==> src/rtl/lg_pkg.sv <==
package lg_pkg;
  typedef enum logic [2:0] {
    OP_RD     = 3'd0,
    OP_EXT    = 3'd1,
    OP_ERRW   = 3'd2,
    OP_HSTART = 3'd3,
    OP_HDATA  = 3'd4,
    OP_HEND   = 3'd5,
    OP_EXIT   = 3'd6,
    OP_ERRRD  = 3'd7
  } op_e;

  typedef enum logic [2:0] {
    ST_IDLE = 3'd0,
    ST_HASH = 3'd1,
    ST_WAIT = 3'd2,
    ST_LIVE = 3'd3,
    ST_EXIT = 3'd4
  } st_e;

  typedef struct packed {
    logic allow;
    logic ext;
    logic errw;
    logic hstart;
    logic hdata;
    logic hend;
    logic leave;
    logic veto;
    logic seq_bad;
  } verdict_t;
endpackage

==> src/rtl/lg_access.sv <==
module lg_access
  import lg_pkg::*;
#(
  parameter int IW       = 5,
  parameter int NREG     = 24,
  parameter int DYN_LO   = 17,
  parameter int DYN_HI   = 22,
  parameter int STAT_HI  = 7,
  parameter int PRIV_LOC = 4,
  parameter int OS_LOC   = 2,
  parameter int FW_LOC   = 0
) (
  input  op_e             op,
  input  logic [2:0]      loc,
  input  logic [IW-1:0]   idx,
  input  st_e             st,
  input  logic            err_nz,
  output verdict_t        v
);
  localparam logic [IW:0] NREG_I    = (IW+1)'(NREG);
  localparam logic [IW:0] DYN_LO_I  = (IW+1)'(DYN_LO);
  localparam logic [IW:0] DYN_HI_I  = (IW+1)'(DYN_HI);
  localparam logic [IW:0] STAT_HI_I = (IW+1)'(STAT_HI);
  localparam logic [2:0]  PRIV_L    = 3'(PRIV_LOC);
  localparam logic [2:0]  OS_L      = 3'(OS_LOC);
  localparam logic [2:0]  FW_L      = 3'(FW_LOC);

  logic [IW:0] idx_w;
  logic        pre_launch, in_static, in_dyn, in_range;

  assign idx_w      = {1'b0, idx};
  assign pre_launch = (st == ST_IDLE) || (st == ST_EXIT);
  assign in_static  = idx_w <= STAT_HI_I;
  assign in_dyn     = (idx_w >= DYN_LO_I) && (idx_w <= DYN_HI_I);
  assign in_range   = idx_w < NREG_I;

  always_comb begin
    v = '0;
    unique case (op)
      OP_RD:    v.allow = in_range;
      OP_ERRRD: v.allow = 1'b1;
      OP_EXT: begin
        if (in_static && loc == FW_L && pre_launch) begin
          v.allow = 1'b1;
          v.ext   = 1'b1;
        end else if (in_dyn && loc == OS_L && st == ST_LIVE) begin
          v.allow = 1'b1;
          v.ext   = 1'b1;
        end
      end
      OP_ERRW: begin
        v.allow = (loc == PRIV_L);
        v.errw  = (loc == PRIV_L);
      end
      OP_HSTART: begin
        if (loc == PRIV_L && pre_launch) begin
          v.veto   = err_nz;
          v.allow  = !err_nz;
          v.hstart = !err_nz;
        end
      end
      OP_HDATA: begin
        if (loc == PRIV_L) begin
          v.allow   = (st == ST_HASH);
          v.hdata   = (st == ST_HASH);
          v.seq_bad = (st != ST_HASH);
        end
      end
      OP_HEND: begin
        if (loc == PRIV_L) begin
          v.allow   = (st == ST_HASH);
          v.hend    = (st == ST_HASH);
          v.seq_bad = (st != ST_HASH);
        end
      end
      OP_EXIT: begin
        v.allow = (loc == OS_L) && (st == ST_LIVE);
        v.leave = (loc == OS_L) && (st == ST_LIVE);
      end
      default: v = '0;
    endcase
  end
endmodule

==> src/rtl/lg_bank.sv <==
module lg_bank #(
  parameter int DW     = 32,
  parameter int NREG   = 24,
  parameter int IW     = 5,
  parameter int DYN_LO = 17,
  parameter int DYN_HI = 22
) (
  input  logic          clk,
  input  logic          rst_n,
  input  logic          ext_en,
  input  logic [IW-1:0] ext_idx,
  input  logic [DW-1:0] ext_val,
  input  logic          dyn_clr,
  input  logic [IW-1:0] rd_idx,
  output logic [DW-1:0] rd_data
);
  logic [DW-1:0] regs [NREG];

  for (genvar i = 0; i < NREG; i++) begin : g_reg
    localparam bit IS_DYN = (i >= DYN_LO) && (i <= DYN_HI);
    logic [DW-1:0] q;
    always_ff @(posedge clk or negedge rst_n) begin
      if (!rst_n)
        q <= IS_DYN ? '1 : '0;
      else if (dyn_clr && IS_DYN)
        q <= '0;
      else if (ext_en && ext_idx == IW'(i))
        q <= {q[DW-2:0], q[DW-1]} ^ ext_val;
    end
    assign regs[i] = q;
  end

  always_comb begin
    rd_data = '0;
    for (int k = 0; k < NREG; k++)
      if (rd_idx == IW'(k)) rd_data = regs[k];
  end
endmodule

==> src/rtl/launch_gate.sv <==
module launch_gate
  import lg_pkg::*;
#(
  parameter int DW       = 32,
  parameter int NREG     = 24,
  parameter int EW       = 8,
  parameter int DYN_LO   = 17,
  parameter int DYN_HI   = 22,
  parameter int STAT_HI  = 7,
  parameter int PRIV_LOC = 4,
  parameter int OS_LOC   = 2,
  parameter int FW_LOC   = 0,
  localparam int IW      = $clog2(NREG)
) (
  input  logic          clk,
  input  logic          rst_n,
  input  logic          req_valid,
  output logic          req_ready,
  input  logic [2:0]    req_loc,
  input  logic [2:0]    req_op,
  input  logic [IW-1:0] req_idx,
  input  logic [DW-1:0] req_data,
  output logic          rsp_valid,
  output logic          rsp_err,
  output logic [DW-1:0] rsp_data,
  output logic          hs_start_o,
  output logic          hs_data_o,
  output logic [DW-1:0] hs_word_o,
  output logic          hs_end_o,
  input  logic          dig_valid_i,
  output logic          dig_ready_o,
  input  logic [DW-1:0] dig_i,
  output logic          plat_rst_o,
  output logic          seq_err_o,
  output logic [2:0]    launch_state_o
);
  st_e           st_q;
  logic [EW-1:0] err_q;
  verdict_t      v;
  op_e           op;
  logic          acc, dig_fire, err_nz, bus_ext, ext_en;
  logic [IW-1:0] ext_idx;
  logic [DW-1:0] ext_val, rd_data;

  assign op             = op_e'(req_op);
  assign req_ready      = (st_q != ST_WAIT);
  assign acc            = req_valid && req_ready;
  assign dig_ready_o    = (st_q == ST_WAIT);
  assign dig_fire       = dig_valid_i && dig_ready_o;
  assign err_nz         = |err_q;
  assign launch_state_o = st_q;

  lg_access #(
    .IW(IW), .NREG(NREG), .DYN_LO(DYN_LO), .DYN_HI(DYN_HI), .STAT_HI(STAT_HI),
    .PRIV_LOC(PRIV_LOC), .OS_LOC(OS_LOC), .FW_LOC(FW_LOC)
  ) access_i (
    .op(op), .loc(req_loc), .idx(req_idx), .st(st_q), .err_nz(err_nz), .v(v)
  );

  // The bus and the digest never both extend: no bus request is accepted while waiting.
  assign bus_ext = acc && v.ext;
  assign ext_en  = bus_ext || (dig_fire && !err_nz);
  assign ext_idx = dig_fire ? IW'(DYN_LO) : req_idx;
  assign ext_val = dig_fire ? dig_i : req_data;

  lg_bank #(
    .DW(DW), .NREG(NREG), .IW(IW), .DYN_LO(DYN_LO), .DYN_HI(DYN_HI)
  ) bank_i (
    .clk(clk), .rst_n(rst_n), .ext_en(ext_en), .ext_idx(ext_idx),
    .ext_val(ext_val), .dyn_clr(acc && v.hstart), .rd_idx(req_idx),
    .rd_data(rd_data)
  );

  always_ff @(posedge clk or negedge rst_n) begin
    if (!rst_n) begin
      st_q <= ST_IDLE;
    end else if (dig_fire) begin
      st_q <= err_nz ? ST_IDLE : ST_LIVE;
    end else if (acc) begin
      if (v.hstart)     st_q <= ST_HASH;
      else if (v.hend)  st_q <= ST_WAIT;
      else if (v.leave) st_q <= ST_EXIT;
    end
  end

  always_ff @(posedge clk or negedge rst_n) begin
    if (!rst_n)             err_q <= '0;
    else if (acc && v.errw) err_q <= req_data[EW-1:0];
  end

  always_ff @(posedge clk or negedge rst_n) begin
    if (!rst_n) begin
      rsp_valid  <= 1'b0;
      rsp_err    <= 1'b0;
      rsp_data   <= '0;
      hs_start_o <= 1'b0;
      hs_data_o  <= 1'b0;
      hs_word_o  <= '0;
      hs_end_o   <= 1'b0;
      plat_rst_o <= 1'b0;
      seq_err_o  <= 1'b0;
    end else begin
      rsp_valid  <= acc;
      rsp_err    <= acc && !v.allow;
      if (acc && v.allow && op == OP_RD)         rsp_data <= rd_data;
      else if (acc && v.allow && op == OP_ERRRD) rsp_data <= DW'(err_q);
      else                                       rsp_data <= '0;
      hs_start_o <= acc && v.hstart;
      hs_data_o  <= acc && v.hdata;
      if (acc && v.hdata) hs_word_o <= req_data;
      hs_end_o   <= acc && v.hend;
      plat_rst_o <= (acc && v.veto) || (dig_fire && err_nz);
      seq_err_o  <= seq_err_o || (acc && v.seq_bad);
    end
  end
endmodule

==> config.mk <==
export PLATFORM = sky130hd
export DESIGN_NAME = launch_gate
export DESIGN_NICKNAME = d
export VERILOG_FILES = /design/src/rtl/lg_pkg.sv /design/src/rtl/lg_access.sv /design/src/rtl/lg_bank.sv /design/src/rtl/launch_gate.sv
export SDC_FILE = /design/constraint.sdc
export NUM_CORES = 2
export LEC_CHECK = 0
export BUFFER_PORTS_ARGS = -buffer_cell sky130_fd_sc_hd__buf_4
export CAP_MARGIN = 20
export CORE_ASPECT_RATIO = 1.75
export CORE_MARGIN = 4
export CORE_UTILIZATION = 34
export DETAILED_ROUTE_END_ITERATION = 8
export PLACE_DENSITY = 0.59
export SYNTH_ARGS = -nofsm -noshare
export SYNTH_HDL_FRONTEND = slang
export SYNTH_SLANG_ARGS = --single-unit
==> constraint.sdc <==
create_clock -name clk -period 3.3 [get_ports clk]
set_input_delay 0.66 -clock clk [delete_from_list [all_inputs] [get_ports clk]]
set_output_delay 0.66 -clock clk [all_outputs]
set_load 0.03 [all_outputs]
==> metrics.md <==
| Metric | Value |
|---|---|
| Final ANT Viol Nets | 0 |
| Area growth, synth to finish | 16.9% |
| Setup slack, reg-to-reg | 290 ps |
| Clock power share | 45.5% |
| Largest family of logic cells by synthesized area | compound AO/OA/AOI/OAI gates |
| Clk Tree Root Cell | clkbuf_16 |
| Dominant synthesized flop cell | dfrtp_1 |
| Synth top area cells | dfrtp_1 40%, dfstp_2 12%, xnor2_1 6.8% |
| CTS clk-pin slew, worst paths | 70 ps |
| Number of synthesized register bits | 850 |
| Dpl cells | 5,393 |
| Hold Crit Class | in -> reg |
| Worst Setup Start Kind | flop |
| Fin crit period | 3010 ps |
| Critical setup path kind | reg -> reg |
| Hold Path Sink | hs_word_o[13] |
| Synth Area per Inst | 10.3 µm² |
| Final instance area | 47,900 µm² |
| Mux cell area share after synthesis | 8.63% |
| Critical R2R Capture | bank_i.g_reg[4].q[24] |
| Reg area | 21,500 µm² |
| CTS tree | yes |
| Largest net degree at the start of global routing | 103 |
| Most numerous cell in the Yosys netlist | dfrtp_1 |
| Setup-failing EPs final | 0 |
| Logic gate share of total power | 8.2% |
| Pins Over Slew Limit | 0 |
| FFs w/ async S/R, synth | 100% |
| Status | finished, final reports clean |
| Placement Rows | 168 |
| Synth Cell Area | 41,000 µm² |
| Hold_sp | req_data[13] |
| Core Util, Final | 40.0% |
| Crit-path max FO | 17 |
| Rel. slew slack | 32.1% |
| Post-Syn Instances | 3,984 |
| Core area | 120,000 µm² |
| Unrepaired setup endpoints after global routing | false |
| Count of cell types in the netlist | 80 |
| Int Power | 16,900 µW |
| Initial core utilization | 34.2% |
| Vias in the first global route | 32,200 |
| Nets@finish | 4,027 |
| CTS Buffer Depth | 3 |
| DR pass1 iterations | 8 |
| Post-CTS sizing | 0 |
| Num CTS Buffers | 82 |
| Cell area after placement | 45,000 µm² |
| Leakage | 0.0207 µW |
| Pwr dens | 473 nW/µm² |
| Maximum vdd drop | 0.380 mV |
| H-tree Lvls | 3 |
| Synthesized Nets | 4,063 |
| Initial antenna violation count | 4 |
| Die Span X | 270 µm |
| Top cell type's share of synthesized area | 40.2% |
| Measured slew at the worst slew-check pin | 1010 ps |
| RR Startpoint | launch_state_o[0] |
| Crit path DAT | 3610 ps |
| Die Ht | 467 µm |
| Initial DRC count | 2,681 |
| Share of cells above drive strength 1 | 27.3% |
| Max frequency | 332 MHz |
| Setup TNS | 0 ps |
| Tot GR Track Use | 23.9% |
| Adder-Cell Fraction of Synth Area | 0% |
| # IOs | 155 |
| Leading area contributor after synthesis | dfrtp_1 |
| Final wirelength | 154 mm |
| CP Capture Type | flop |
| DR vias | 30,800 |
| Hpwl dp | 113 mm |
| Buffers on Ports | 154 |
| # DRC | 0 |
| Fin cells | 5,550 |
| Synth cell count leaders | 658 x dfrtp_1, 575 x nand2_1, 477 x clkbuf_1 |
| Area of the multi-input gates | 17,200 µm² |
| GRT overflow | 0 |
| Simple-gate share of the synthesized area | 9.22% |
| Fin crit share | 91.3% |
| Die ar. | 126,000 µm² |
| Skew-Pair Late Insertion Delay | 730 ps |
| First-pass GRT wire length | 224 mm |
| Register share of total power | 46.4% |
| Hold depth | 2 |
| Yosys warnings | 0 |
| Synth Area in Compound Gates | 14.0% |
| CTS Sinks | 850 |
| GPL Wtd Cong | 0.961 |
| Number of flops mapped to enable cells by yosys | 0 |
| Register area share after synthesis | 52.5% |
| XOR/XNOR Fraction of Synth Area | 9.58% |
| WL per Instance | 27.7 µm |
| NetSw | 5750 µW |
| Post-CTS Repair Setup Buffers | 0 |
| Fillers | 11,600 |
| CP required | 3900 ps |
| Sw Share | 25.4% |
| Final hold vios | 0 |
| Clock skew | 41.8 ps |
| DR vias/cell | 5.54 |
| R2R depth | 8 |
| MaxCap Viol Count | 0 |
| Hold_buf cts | 1 |
==> worst max-delay path, stage by stage (launching register included) <==
cell and delay [ps]:
dfrtp_1 430, or3b_2 580, inv_1 130, and2_4 450
buf_12 230, mux2i_2 240, buf_4 330, xnor2_1 160
mux2_2 280
==> power by group through the flow <==
stage	Combinational [µW]	Clock [µW]	Sequential (µW)
after global routing	1950	10800	10500
after floorplan	798	0	10700
after CTS	1840	10400	10500
final	1850	10300	10500
after detailed placement	1830	0	10700
after global placement	1830	0	10700
==> placed cells by master (no fill, tap or decap), types with 11 or more instances in the layout <==
master / instances
mux2i_2: 32
mux2i_1: 42
clkbuf_1: 15
a22oi_1: 64
a2bb2oi_1: 11
a221oi_1: 24
o21ai_0: 249
o31ai_1: 11
buf_4: 402
a31oi_1: 29
o221ai_1: 22
nand2_1: 575
xnor2_1: 320
nand4_1: 11
nor2b_1: 15
mux4_2: 26
xor2_1: 128
o21a_1: 12
mux2_2: 196
nand3_1: 28
and3_1: 15
clkinv_2: 17
buf_12: 62
nor2_1: 98
dfrtp_1: 658
nand2b_1: 13
inv_1: 15
a22o_1: 40
nor3_1: 25
a32oi_1: 11
dfstp_2: 192
clkbuf_16: 85
clkbuf_8: 13
a21oi_1: 284
o22ai_1: 42
a211oi_1: 25
a21o_1: 13
==> layout make-up <==
class,count,area share [%]
inverter,16,0.125
tap,1530,4.00
timing repair buffer,468,9.00
antenna,4,0.0209
sequential,850,44.9
multi-input combinational,2530,36.0
clock inverter,40,1.09
clock buffer,112,4.90
==> kinds of logic (layout without fill, tap and decap cells) <==
kind of cell / after synthesis / after routing
flip-flops: 850 / 850
AND/OR/NAND/NOR: 869 / 869
multiplexers: 296 / 296
other: 0 / 4
buffers and inverters: 604 / 636
AO/OA/AOI/OAI: 917 / 917
XOR/XNOR: 448 / 448
==> registers in the layout, indices dropped and copies added, names as in the netlist <==
signal and count:
hs_start_o 1, hs_end_o 1, err_q 8, seq_err_o 1, rsp_data 32, hs_data_o 1
plat_rst_o 1, hs_word_o 32, rsp_err 1, bank_i.g.q 768, launch_state_o 3, rsp_valid 1
==> worst max path at each step <==
stage | startpoint | endpoint | slack (ps) | cells after the start
after floorplan | launch_state_o[1] | bank_i.g_reg[22].q[13] | 240 | 11
after global placement | req_idx[3] | rsp_data[4] | -130 | 8
after detailed placement | req_idx[1] | rsp_data[5] | -80 | 10
after CTS | launch_state_o[0] | bank_i.g_reg[4].q[24] | 290 | 8
after global routing | launch_state_o[0] | bank_i.g_reg[20].q[20] | 160 | 9
final | launch_state_o[0] | bank_i.g_reg[4].q[24] | 290 | 8
==> metrics by stage <==
step / hold WS, ps / power [µW] / setup slack [ps]
finish: 203 / 22700 / 287
global route: 188 / 23300 / 161
CTS: 172 / 22800 / 294
detailed placement: 358 / 12500 / -84.3
global placement: 357 / 12500 / -133
floorplan: 364 / 11500 / 239
==> layer usage <==
| layer | vias to the layer above | wire, µm | global-route usage, % |
|---|---|---|---|
| met5 | - | 13 | 0 |
| met1 | 15500 | 56400 | 27.1 |
| li1 | 13400 | - | - |
| met4 | 2 | 12200 | 16.0 |
| met2 | 1303 | 75800 | 41.2 |
| met3 | 494 | 9180 | 4.28 |
No activity file was read; power rests on OpenSTA's default activity.
